## config.mk

```make
export PLATFORM = sky130hd
export DESIGN_NAME = irq_router
export DESIGN_NICKNAME = d
export VERILOG_FILES = /design/src/rtl/irq_router_pkg.sv /design/src/rtl/irq_sync.sv /design/src/rtl/irq_line_ctl.sv /design/src/rtl/irq_pick.sv /design/src/rtl/irq_router.sv
export SDC_FILE = /design/constraint.sdc
export NUM_CORES = 1
export LEC_CHECK = 0
export BUFFER_PORTS_ARGS = -buffer_cell sky130_fd_sc_hd__buf_4
export CAP_MARGIN = 30
export CORE_MARGIN = 8
export CORE_UTILIZATION = 62
export CTS_CLUSTER_SIZE = 14
export DETAILED_ROUTE_END_ITERATION = 8
export HOLD_SLACK_MARGIN = 0.03
export PLACE_DENSITY = 0.89
export SLEW_MARGIN = 20
export SYNTH_ARGS = -nofsm -noshare
export SYNTH_HDL_FRONTEND = slang
export SYNTH_SLANG_ARGS = --single-unit
export TNS_END_PERCENT = 10
```

## constraint.sdc

```tcl
create_clock -name clk -period 3.9 [get_ports clk]
set_input_delay 0.195 -clock clk [delete_from_list [all_inputs] [get_ports clk]]
set_output_delay 0.195 -clock clk [all_outputs]
set_load 0.05 [all_outputs]
```

## src/rtl/irq_router_pkg.sv

```systemverilog
package irq_router_pkg;

    localparam logic [7:0] IDX_ID   = 8'h00;
    localparam logic [7:0] IDX_VER  = 8'h01;
    localparam logic [7:0] IDX_ARB  = 8'h02;
    localparam logic [7:0] ENT_BASE = 8'h10;

    typedef struct packed {
        logic [7:0] vec;
        logic [2:0] dmode;
        logic       lvl;
        logic       mask;
    } redir_t;

    localparam redir_t ENT_RESET = '{vec: 8'h00, dmode: 3'd0, lvl: 1'b0, mask: 1'b1};

    function automatic logic [31:0] ent_to_word(redir_t e);
        return {15'd0, e.mask, e.lvl, 4'd0, e.dmode, e.vec};
    endfunction

endpackage

```

## src/rtl/irq_sync.sv

```systemverilog
module irq_sync #(
    parameter int W = 1
) (
    input  logic         clk,
    input  logic         rst,
    input  logic [W-1:0] d,
    output logic [W-1:0] q
);
    logic [W-1:0] meta_q;
    logic [W-1:0] stab_q;

    always_ff @(posedge clk) begin
        if (rst) begin
            meta_q <= '0;
            stab_q <= '0;
        end else begin
            meta_q <= d;
            stab_q <= meta_q;
        end
    end

    assign q = stab_q;
endmodule

```

## src/rtl/irq_line_ctl.sv

```systemverilog
module irq_line_ctl (
    input  logic       clk,
    input  logic       rst,
    input  logic       line_lvl,
    input  logic [7:0] cfg_vec,
    input  logic       cfg_level,
    input  logic       cfg_mask,
    input  logic       grant,
    input  logic       eoi_valid,
    input  logic [7:0] eoi_vector,
    output logic       req
);
    logic prev_q;
    logic edge_pend_q;
    logic rirr_q;
    logic rise;
    logic eoi_hit;

    assign rise    = line_lvl & ~prev_q;
    assign eoi_hit = eoi_valid && (eoi_vector == cfg_vec);

    always_ff @(posedge clk) begin
        if (rst) begin
            prev_q      <= 1'b0;
            edge_pend_q <= 1'b0;
            rirr_q      <= 1'b0;
        end else begin
            prev_q <= line_lvl;
            if (cfg_level)
                edge_pend_q <= 1'b0;
            else if (rise && !cfg_mask)
                edge_pend_q <= 1'b1;
            else if (grant)
                edge_pend_q <= 1'b0;
            if (grant && cfg_level)
                rirr_q <= 1'b1;
            else if (eoi_hit)
                rirr_q <= 1'b0;
        end
    end

    assign req = cfg_level ? (line_lvl & ~cfg_mask & ~rirr_q)
                           : (edge_pend_q & ~cfg_mask);


    masked_edge_drop_chk: assert property (@(posedge clk) disable iff (rst)
        (!cfg_level && cfg_mask && !edge_pend_q) |=> !edge_pend_q);


    level_grant_rirr_chk: assert property (@(posedge clk) disable iff (rst)
        (grant && cfg_level && !eoi_hit) |=> rirr_q);
endmodule

```

## src/rtl/irq_pick.sv

```systemverilog
module irq_pick #(
    parameter int N  = 24,
    parameter int IW = 5
) (
    input  logic          clk,
    input  logic          rst,
    input  logic [N-1:0]  req,
    output logic [N-1:0]  win,
    output logic [IW-1:0] win_idx,
    output logic          any
);
    always_comb begin
        win     = '0;
        win_idx = '0;
        for (int i = 0; i < N; i++) begin
            if (req[i]) begin
                win     = '0;
                win[i]  = 1'b1;
                win_idx = IW'(i);
            end
        end
    end

    assign any = |req;


    pick_onehot_chk: assert property (@(posedge clk) disable iff (rst)
        $onehot0(win) && (any == (win != '0)));
endmodule

```

## src/rtl/irq_router.sv

```systemverilog
module irq_router
    import irq_router_pkg::*;
#(
    parameter int         NUM_LINES = 24,
    parameter logic [7:0] VER_CODE  = 8'h20
) (
    input  logic                 clk,
    input  logic                 rst,
    input  logic [NUM_LINES-1:0] irq_in,
    input  logic                 sel_we,
    input  logic [7:0]           sel_wdata,
    input  logic                 win_we,
    input  logic [31:0]          win_wdata,
    output logic [31:0]          win_rdata,
    input  logic                 eoi_valid,
    input  logic [7:0]           eoi_vector,
    output logic                 msg_valid,
    output logic [7:0]           msg_vector,
    output logic                 msg_level,
    input  logic                 msg_ready
);
    localparam int          LW       = (NUM_LINES > 1) ? $clog2(NUM_LINES) : 1;
    localparam logic [7:0]  ENT_SPAN = 8'(2 * NUM_LINES);
    localparam logic [31:0] VER_WORD = {8'h00, 8'(NUM_LINES - 1), 8'h00, VER_CODE};

    logic [7:0]           sel_q;
    logic [3:0]           id_q;
    logic [3:0]           arb_q;
    redir_t               ent_q [NUM_LINES];
    logic [7:0]           ent_off;
    logic                 is_ent;
    logic [LW-1:0]        ent_idx;
    logic [NUM_LINES-1:0] lines_s;
    logic [NUM_LINES-1:0] req;
    logic [NUM_LINES-1:0] win;
    logic [NUM_LINES-1:0] grant;
    logic [LW-1:0]        win_idx;
    logic                 any_req;
    logic                 load;
    logic                 unused_wbits;

    assign ent_off      = sel_q - ENT_BASE;
    assign is_ent       = ent_off < ENT_SPAN;
    assign ent_idx      = ent_off[LW:1];
    assign unused_wbits = ^{win_wdata[31:28], win_wdata[23:17], win_wdata[14:11]};

    // register file
    always_ff @(posedge clk) begin
        if (rst) begin
            sel_q <= '0;
            id_q  <= '0;
            arb_q <= '0;
            for (int i = 0; i < NUM_LINES; i++) ent_q[i] <= ENT_RESET;
        end else begin
            if (sel_we) sel_q <= sel_wdata;
            if (win_we && sel_q == IDX_ID) begin
                id_q  <= win_wdata[27:24];
                arb_q <= win_wdata[27:24];
            end
            for (int i = 0; i < NUM_LINES; i++) begin
                if (win_we && is_ent && !ent_off[0] && ent_idx == LW'(i))
                    ent_q[i] <= '{vec: win_wdata[7:0], dmode: win_wdata[10:8],
                                  lvl: win_wdata[15], mask: win_wdata[16]};
            end
        end
    end

    always_comb begin
        win_rdata = 32'h0;
        if (sel_q == IDX_ID)
            win_rdata = {4'h0, id_q, 24'h0};
        else if (sel_q == IDX_VER)
            win_rdata = VER_WORD;
        else if (sel_q == IDX_ARB)
            win_rdata = {4'h0, arb_q, 24'h0};
        else if (is_ent && !ent_off[0])
            win_rdata = ent_to_word(ent_q[ent_idx]);
    end

    irq_sync #(.W(NUM_LINES)) u_sync (
        .clk(clk), .rst(rst), .d(irq_in), .q(lines_s)
    );

    for (genvar g = 0; g < NUM_LINES; g++) begin : g_line
        irq_line_ctl u_ctl (
            .clk       (clk),
            .rst       (rst),
            .line_lvl  (lines_s[g]),
            .cfg_vec   (ent_q[g].vec),
            .cfg_level (ent_q[g].lvl),
            .cfg_mask  (ent_q[g].mask),
            .grant     (grant[g]),
            .eoi_valid (eoi_valid),
            .eoi_vector(eoi_vector),
            .req       (req[g])
        );
    end

    irq_pick #(.N(NUM_LINES), .IW(LW)) u_pick (
        .clk(clk), .rst(rst), .req(req), .win(win), .win_idx(win_idx), .any(any_req)
    );

    assign load  = any_req && (!msg_valid || msg_ready);
    assign grant = load ? win : '0;

    // message output stage
    always_ff @(posedge clk) begin
        if (rst) begin
            msg_valid  <= 1'b0;
            msg_vector <= '0;
            msg_level  <= 1'b0;
        end else if (load) begin
            msg_valid  <= 1'b1;
            msg_vector <= ent_q[win_idx].vec;
            msg_level  <= ent_q[win_idx].lvl;
        end else if (msg_ready) begin
            msg_valid  <= 1'b0;
        end
    end


    msg_hold_chk: assert property (@(posedge clk) disable iff (rst)
        (msg_valid && !msg_ready) |=> (msg_valid && $stable(msg_vector) && $stable(msg_level)));


    arb_ro_chk: assert property (@(posedge clk) disable iff (rst)
        (win_we && sel_q == IDX_ARB) |=> $stable(arb_q));
endmodule

```

==> run summary, run 1 <==
IR analysis of the VDD net gives a maximum drop of 0.3445 mV. Chip height: 210.7 um. Buffers inserted during clock tree synthesis total 47. The run gives 71.57% as the share of the core filled with cells.

The initial standard-cell utilization of the core is 62.69%. Including well taps, the total number of placed cells is 2547. The clock reaches the later pin of the worst-skew pair after 570 ps.

The cell class contributing the biggest share of worst-path delay is compound AO/OA/AOI/OAI gates. For met3 alone, demand over resource in global routing was 7.938%. The path class of the tightest hold or removal check is primary input to flop.

In this run, synthesis inferred 312 flip-flops with an integrated enable. The routed layout has 17942 vias. The detailed-route vias per instance came out at 6.685. Compared with the post-synthesis result, the final layout area differs by 14.17%.

Among all stages on the critical path, the largest delay is contributed by sky130_fd_sc_hd__a22o_1. The worst clock skew on the final layout is 23.93 ps, and the detail-routed net length per standard cell is 25.88 um. In this run the tightest slew margin relative to its limit is 34.11%. In this run the cell area of the synthesized design comes to 23500 um2.

Dividing total power by cell area gives a power density of 432.2 nW/um2. The run gives 71 as the standard-cell row count. Count of mapped cells out of synthesis: 2012. The fraction of final layout cells with drive strength greater than 1 is 19.02%. Entering global routing, the biggest net connects 87 pins. The depth of the CTS H-tree is 2. The average instance area after synthesis is 11.68 um2, and the clock sink count is 454.

The logs give 2213 for the final-stage net count and 0 for the number of max-slew violations in the final report. The number of global-route vias before repair came out at 17651. In the synthesized netlist the dominant register cell turns out to be sky130_fd_sc_hd__edfxtp_1. Summed over all cells, the static leakage comes to 9.873 nW.

For the core outline area, the log shows 37490 um2. The internal portion of the total power is 8.568 mW. The count of final hold-check violations is 0, and the maximum count of clock buffers along a single path is 3. The tools report the met1 layer usage reported by global route as 41.44%.

Buffers placed on the I/O ports in this run total 92. Fill cells in the final layout number 2462. In the final timing run, aggregate negative setup slack is 0 ps. In this run, flip-flops and latches consume 47.8% of the power. Global routing finished with a remaining overflow of 0. Combinational logic is responsible for 13.3% of the overall power. In this design, the stage delay of the slowest critical-path cell is 760 ps.

The switching share of power works out to 26.13%. The clock-pin slew on the worst setup and hold paths is 70 ps. The detailed router finished its first iteration with 2391 violations. After synthesis the netlist holds a flip-flop and latch count of 454.

For this design the top-level I/O count stands at 120. Type of origin of the critical path: a flop. For the count of TritonRoute iterations in the first routing pass, the log shows 7.

Max-cap violations in this run came to 0. The measured slew at the worst slew-check pin was 988.4 ps. For the worst setup path, the data arrival time is 4320 ps. The count of cells resized by post-cts repair is 0.

The data required time at the worst endpoint came out at 4330 ps. The logs give 88 for the count of cell types in the netlist and 48350 um for the estimated wirelength of the detail-placed design. The critical path in this run is classified as flop to flop. Once detail routing completed, the nets flagged for antenna violations numbered 0.

Area of the die: 44390 um2. Setup repair after global routing left no endpoint under its margin. The worst path buffer plus inverter count was 1; the fraction of power consumed by the clock network was 38.8%.

Of the available clock period, the critical path in the final layout requires 99.56%. Along the worst path, the maximum fanout reaches 11. The logs give 69450 um for the routed wire length and 105300 um for the global-route wire length before repair.

Setup violations remaining at the end of the flow were counted as 0. In the global route stage, met2 resource usage came out at 45.77%. Remaining design rule violation count: 0. The critical path goes through nor3b_1 > a31oi_1 > nand2_1 > o311ai_2 > a22o_1 > buf_4 > a211oi_1 > a311oi_1 > a211oi_1 > a311oi_1. Async set or reset register ratio after synthesis: 0%. The tools report the number of antenna violations at the first check in global routing as 2. Summed over all nets, the switching power comes to 3.030 mW.

The flow ran to the end, and the final reports show no timing, DRC or antenna violations. Buffer cell driving the clock tree root: sky130_fd_sc_hd__clkbuf_16. The congestion estimate from routability-driven global placement came to 0.9682. Counting I/O delays and the setup requirement, the final critical path takes 3883 ps. The horizontal die dimension was 210.7 um. Endpoint kind of the worst setup timing path: a flop. The logs give 56.23 ps for the final-layout worst hold slack and 0 for the count of warnings emitted by yosys.

Derived from the worst setup path, the maximum achievable clock frequency is 257.5 MHz. Busiest metal layer after global routing: met2. The sequential-to-total area share from yosys stat was 51.96%. TritonCTS built the clock tree. The finished layout holds 2684 standard cells, fillers aside. The global router's overall resource usage was 30.72%.
[power by group through the flow]
stage          combinational (mW)  sequential, mW  clock, mW
3_3_place_gp                 1.40            5.62          0
5_1_grt                      1.61            5.56       4.70
6_report                     1.55            5.55       4.50
2_1_floorplan               0.978            5.60          0
3_5_place_dp                 1.43            5.63          0
4_1_cts                      1.49            5.54       4.50
[layout make-up]
cell class	count	area, um2	share of cell area (%)
antenna	2	5.005	0.01865
clock buffer	60	1286	4.794
clock inverter	27	241.5	0.9000
inverter	31	116.4	0.4337
multi-input combinational	1376	10450	38.94
sequential	454	12220	45.54
tap	511	639.4	2.383
timing repair buffer	223	1876	6.990
[cell usage after synthesis (all sizes together) (3+ instances only)]
master	number	share of area (%)
nor3b	33	1.1
o41ai	17	0.63
or2	5	0.13
nand3b	17	0.54
and3	5	0.13
nor3	43	0.92
xnor2	31	1.2
a2bb2oi	3	0.11
o21bai	4	0.13
nand3	61	1.3
o211ai	3	0.096
mux2	20	1.0
nand2b	44	1.2
nor4	29	0.99
a31o	13	0.48
nand2	62	0.99
and2	9	0.24
nor2b	75	2.0
o32a	3	0.13
xor2	162	6.0
or4b	3	0.14
nand4	26	0.69
a31oi	19	0.65
o21ai	17	0.41
nor2	303	4.9
inv	30	0.48
clkbuf	102	1.6
a221oi	5	0.19
a22oi	8	0.31
a21o	4	0.13
edfxtp	312	40
mux4	92	8.8
buf	60	1.6
or3	4	0.11
a21oi	77	1.8
a311oi	5	0.19
o22ai	8	0.24
a211oi	15	0.50
dfxtp	142	12
mux2i	108	4.6
[per-stage QoR]
step / area (um2) / power, mW / setup WS (ps)
4_1_cts: 26770 / 11.52 / 249.1
6_report: 26830 / 11.60 / 17.01
3_5_place_dp: 24800 / 7.069 / 368.2
3_3_place_gp: 24800 / 7.019 / 447.8
2_1_floorplan: 23540 / 6.576 / 309.3
5_1_grt: 26830 / 11.87 / 39.05
[flip-flops by register name, summed over array words and instances, names as in the netlist]
signal / flops
u_sync.q: 24
msg_valid: 1
msg_vector: 8
g_line.u_ctl.rirr_q: 24
u_sync.meta_q: 24
ent_q: 312
sel_q: 8
g_line.u_ctl.edge_pend_q: 24
g_line.u_ctl.prev_q: 24
arb_q: 4
msg_level: 1
[cell families (layout without fill, tap and decap cells)]
family / Yosys count / after routing / synth area share, %
other cells: 1 / 14 / 0.01596
flops: 454 / 454 / 51.96
buf+inv: 193 / 341 / 3.759
fa+ha+maj: 2 / 2 / 0.1065
mux: 220 / 220 / 14.45
compound gates: 223 / 223 / 6.884
simple gates: 726 / 726 / 15.63
xor+xnor: 193 / 193 / 7.193
[repair_timing]
action | CTS | global route
hold buffers | 44 | 0
buffers inserted | 0 | 4
endpoints found under the hold margin | 36 | 0
setup endpoints to repair | 0 | 1
[metal layers]
metal,wire length (um),up-vias
met5,22,-
met4,3876,4
met3,9787,268
met2,30690,1491
met1,25080,8627
li1,-,7552
[final timing paths]
kind              slack [ps]                        start  cells after the start                              endpoint
setup / recovery          20    ent_q[7][1]$_SDFFCE_PN0P_                     10                msg_level$_SDFFE_PP0P_
hold / removal            60                          rst                      2  g_line[14].u_ctl.rirr_q$_SDFFE_PP0P_
setup reg to reg          20    ent_q[7][1]$_SDFFCE_PN0P_                     10                msg_level$_SDFFE_PP0P_
hold reg to reg          450  u_sync.meta_q[0]$_SDFF_PP0_                      1                u_sync.q[0]$_SDFF_PP0_
[cells in the final DEF (no fill, tap or decap), types with 62 or more instances in the layout]
cell                         n
sky130_fd_sc_hd__nand2_1    62
sky130_fd_sc_hd__edfxtp_1  312
sky130_fd_sc_hd__mux4_2     91
sky130_fd_sc_hd__nor2b_1    73
sky130_fd_sc_hd__a21oi_1    71
sky130_fd_sc_hd__xor2_1    162
sky130_fd_sc_hd__nor2_1    301
sky130_fd_sc_hd__dfxtp_1   139
sky130_fd_sc_hd__buf_4     171
sky130_fd_sc_hd__mux2i_1   108
Note: power is estimated with default switching activity, not from simulation.
==> run 2, diff against run 1 <==
--- a/config.mk
+++ b/config.mk
@@ -9,6 +9,7 @@
 export CAP_MARGIN = 30
 export CORE_MARGIN = 8
 export CORE_UTILIZATION = 62
+export CTS_BUF_LIST = sky130_fd_sc_hd__clkbuf_16
 export CTS_CLUSTER_SIZE = 14
 export DETAILED_ROUTE_END_ITERATION = 8
 export HOLD_SLACK_MARGIN = 0.03
==> run 2 against run 1 <==
Net effect:
- sequential power hardly changed
- utilization decreased by 0.26 points
- sequential share of layout area up 0.17 points
- count of clock-buffer cells in the layout fell by 12
- critical endpoint unchanged
- cell count fell by 0.19%
- sequential cell count is the same
- combinational power is essentially flat
==> run summary, run 2 (synthesis gave the netlist of run 1 again) <==
The run gives 26730 um2 (-0.36%) as the final instance area. The logs give 37490 um2 (unchanged) for the core outline area and 0 (unchanged) for the leftover overflow at the end of global routing. The fraction of met2 tracks used by global routing is 46.15% (+0.38 points). The number of nets still failing antenna checks after routing is 0 (unchanged), and the clock-pin slew on the worst setup and hold paths is 70 ps (about the same). Horizontal die dimension: 210.7 um (unchanged). Setup repair after global routing left no endpoint under its margin. The summed negative setup slack over all endpoints is 0 ps (unchanged), and the growth of design area from synthesis to finish is 13.76%. In the layout the commonest cells are sky130_fd_sc_hd__edfxtp_1, sky130_fd_sc_hd__nor2_1, sky130_fd_sc_hd__buf_4. The critical path starts at ent_q[3][1]$_SDFFCE_PN0P_. The count of cells resized by post-cts repair is 0 (unchanged). The global router's overall resource usage was 30.70% (about the same); the number of antenna violations at the first check in global routing was 1 (-1). The worst slew margin relative to its limit was 36.46% (+2.4 points). The number of input and output port buffers inserted was 92 (unchanged); the count of filler cells inserted in the layout was 2492 (+1.2%). The fraction of final layout cells with drive strength greater than 1 is 18.78% (-0.24 points), and the global routing usage on met3 is 7.878% (-0.059 points).

The maximum count of clock buffers along a single path was 3 (unchanged); the flip-flop count of the largest register, all copies and words added was 312 (unchanged). The initial standard-cell utilization of the core came out at 62.69% (unchanged). The detail-routed net length per standard cell was 25.90 um (about the same); the final-stage net count was 2209 (-0.18%). The largest net degree at the start of global routing was 87 (unchanged); the number of violations reported at the end of detailed-routing iteration 0 was 2655 (+11%). The clock buffer count from CTS is 47 (unchanged). For the peak ir drop on the vdd network, the log shows 0.3439 mV (-0.18%). The areal power density over the cells is 429.6 nW/um2 (-0.61%), and the detailed-route via count is 17760 (-1.0%). Clock sink count: 454 (unchanged). Slack of the worst reg-to-reg path: 230 ps (+210 ps). The tools report the met1 layer usage reported by global route as 41.22% (-0.22 points). The path with the worst hold slack has its endpoint at g_line[14].u_ctl.prev_q$_SDFF_PP0_. The count of TritonRoute iterations in the first routing pass is 8 (+1).

The worst setup path is captured at a flop. The standard-cell row count came out at 71 (unchanged). The logs give 4380 ps (+50 ps) for the data required time at the worst endpoint and 2547 (unchanged) for the cell total after placement. The measured slew at the worst slew-check pin works out to 953.1 ps (-35.30 ps). The final cycle utilization of the critical path was 94.20% (-5.4 points); the highest attainable clock frequency was 272.2 MHz (+5.7%).

The maximum fanout count along the critical path is 12 (+1), and the number of max-cap violations is 0 (unchanged). The number of max-slew violations in the final report was 0 (unchanged); the worst hold path depth was 2 (unchanged). The tightest min-delay check is of the primary input to flop type. For the share of the core filled with cells, the log shows 71.31% (-0.26 points).

The number of global-route vias before repair is 17619 (-0.18%). The run gives 105300 um (unchanged) as the global-route wire length before repair. TritonCTS built the clock tree.

The critical hold path startpoint is rst. The length in cells of the worst reg-to-reg path is 11 (+1). Reg-to-reg endpoint: msg_level$_SDFFE_PP0P_.

The busiest metal layer after global routing was met2. The run gives 2679 (-0.19%) as the number of non-filler instances in the completed layout. STA classifies the critical path startpoint as a flop. The buffer cell driving the clock tree root was sky130_fd_sc_hd__clkbuf_16.

For the number of top-level pins, the log shows 120 (unchanged). The remaining design rule violation count was 0 (unchanged); the detailed-route vias per instance was 6.629 (-0.83%). The logs give 9.861 nW (-0.12%) for the static power due to leakage and 4150 ps (-170 ps) for the data arrival at the endpoint of the critical path. The run gives 2 (unchanged) as the depth of the CTS H-tree. Most common library cell in the layout ignoring fill and taps: sky130_fd_sc_hd__edfxtp_1. The cell area after placement was 24800 um2 (unchanged). The worst-skew pair later-pin latency is 580 ps (about the same), and the worst clock skew on the final layout is 25.44 ps (+1.510 ps). Final estimated routing congestion in global placement: 0.9682 (unchanged). The tools report the count of final hold-check violations as 0 (unchanged). The critical path is of the flop to flop type.

The startpoint identified for the worst register-to-register timing path is ent_q[3][1]$_SDFFCE_PN0P_. The flow ran to the end, and the final reports show no timing, DRC or antenna violations. The chip height is 210.7 um (unchanged). The run gives 44390 um2 (unchanged) as the area of the die.

The post-route minimum period works out to 3674 ps (-209.4 ps). Ranked by flip-flop count, first place goes to ent_q. Estimated wirelength of the detail-placed design: 48350 um (unchanged). The routed wire length came out at 69380 um (-0.11%). The final-report setup violation count came out at 0 (unchanged).
==> run 2: cell type report <==
class,instances,area [um2],share of cell area [%]
Tap cell,511,639.4,2.392
Clock buffer,48,1201,4.493
Multi-Input combinational cell,1376,10450,39.08
Clock inverter,39,286.5,1.072
Inverter,31,116.4,0.4353
Timing Repair Buffer,219,1821,6.810
Sequential cell,454,12220,45.71
Antenna cell,1,2.502,0.009360
==> run 2: how the worst max path moves through the flow <==
| stage | end | slack (ps) |
|---|---|---|
| 3_3_place_gp | msg_vector[2]$_SDFFE_PP0P_ | 450 |
| 4_1_cts | win_rdata[8] | 250 |
| 6_report | msg_level$_SDFFE_PP0P_ | 230 |
| 2_1_floorplan | ent_q[16][0]$_SDFFCE_PN1P_ | 310 |
| 5_1_grt | msg_vector[5]$_SDFFE_PP0P_ | 70 |
| 3_5_place_dp | msg_level$_SDFFE_PP0P_ | 370 |
==> run 2: layer usage <==
layer | vias up | part of all wire, %
met1 | 8501 | 36
li1 | 7531 | -
met5 | - | 0.019
met3 | 268 | 14
met4 | 2 | 5.6
met2 | 1458 | 44
==> run 2: worst max-delay path, cell delays in order, from the launching register on <==
cell,delay [ps]
sky130_fd_sc_hd__edfxtp_1,490
sky130_fd_sc_hd__nor3b_1,270
sky130_fd_sc_hd__a31oi_1,140
sky130_fd_sc_hd__a211oi_1,510
sky130_fd_sc_hd__o311ai_2,210
sky130_fd_sc_hd__a22oi_4,590
sky130_fd_sc_hd__buf_4,370
sky130_fd_sc_hd__and2_1,170
sky130_fd_sc_hd__a211oi_1,50
sky130_fd_sc_hd__a311oi_1,320
sky130_fd_sc_hd__a211oi_1,140
sky130_fd_sc_hd__a311oi_1,310
==> run 2: power breakdown <==
part | switching [mW] | leakage (nW) | internal (mW)
Combinational | 0.923 | 4.83 | 0.610
Clock | 1.91 | 0.776 | 2.50
Sequential | 0.197 | 4.26 | 5.35
==> run 2: what timing repair did <==
action	CTS	global route
hold buffers	44	0
hold endpoints to repair	36	0
buffers inserted	0	0
==> run 2: metrics by stage <==
step | setup WS (ps) | hold WS (ps) | total power, mW
finish | 226.4 | 71.46 | 11.49
global route | 70.28 | 94.75 | 11.76
CTS | 249.6 | 58.83 | 11.42
detailed placement | 368.2 | 409.1 | 7.069
global placement | 447.8 | 413.3 | 7.019
floorplan | 309.3 | 323.2 | 6.576
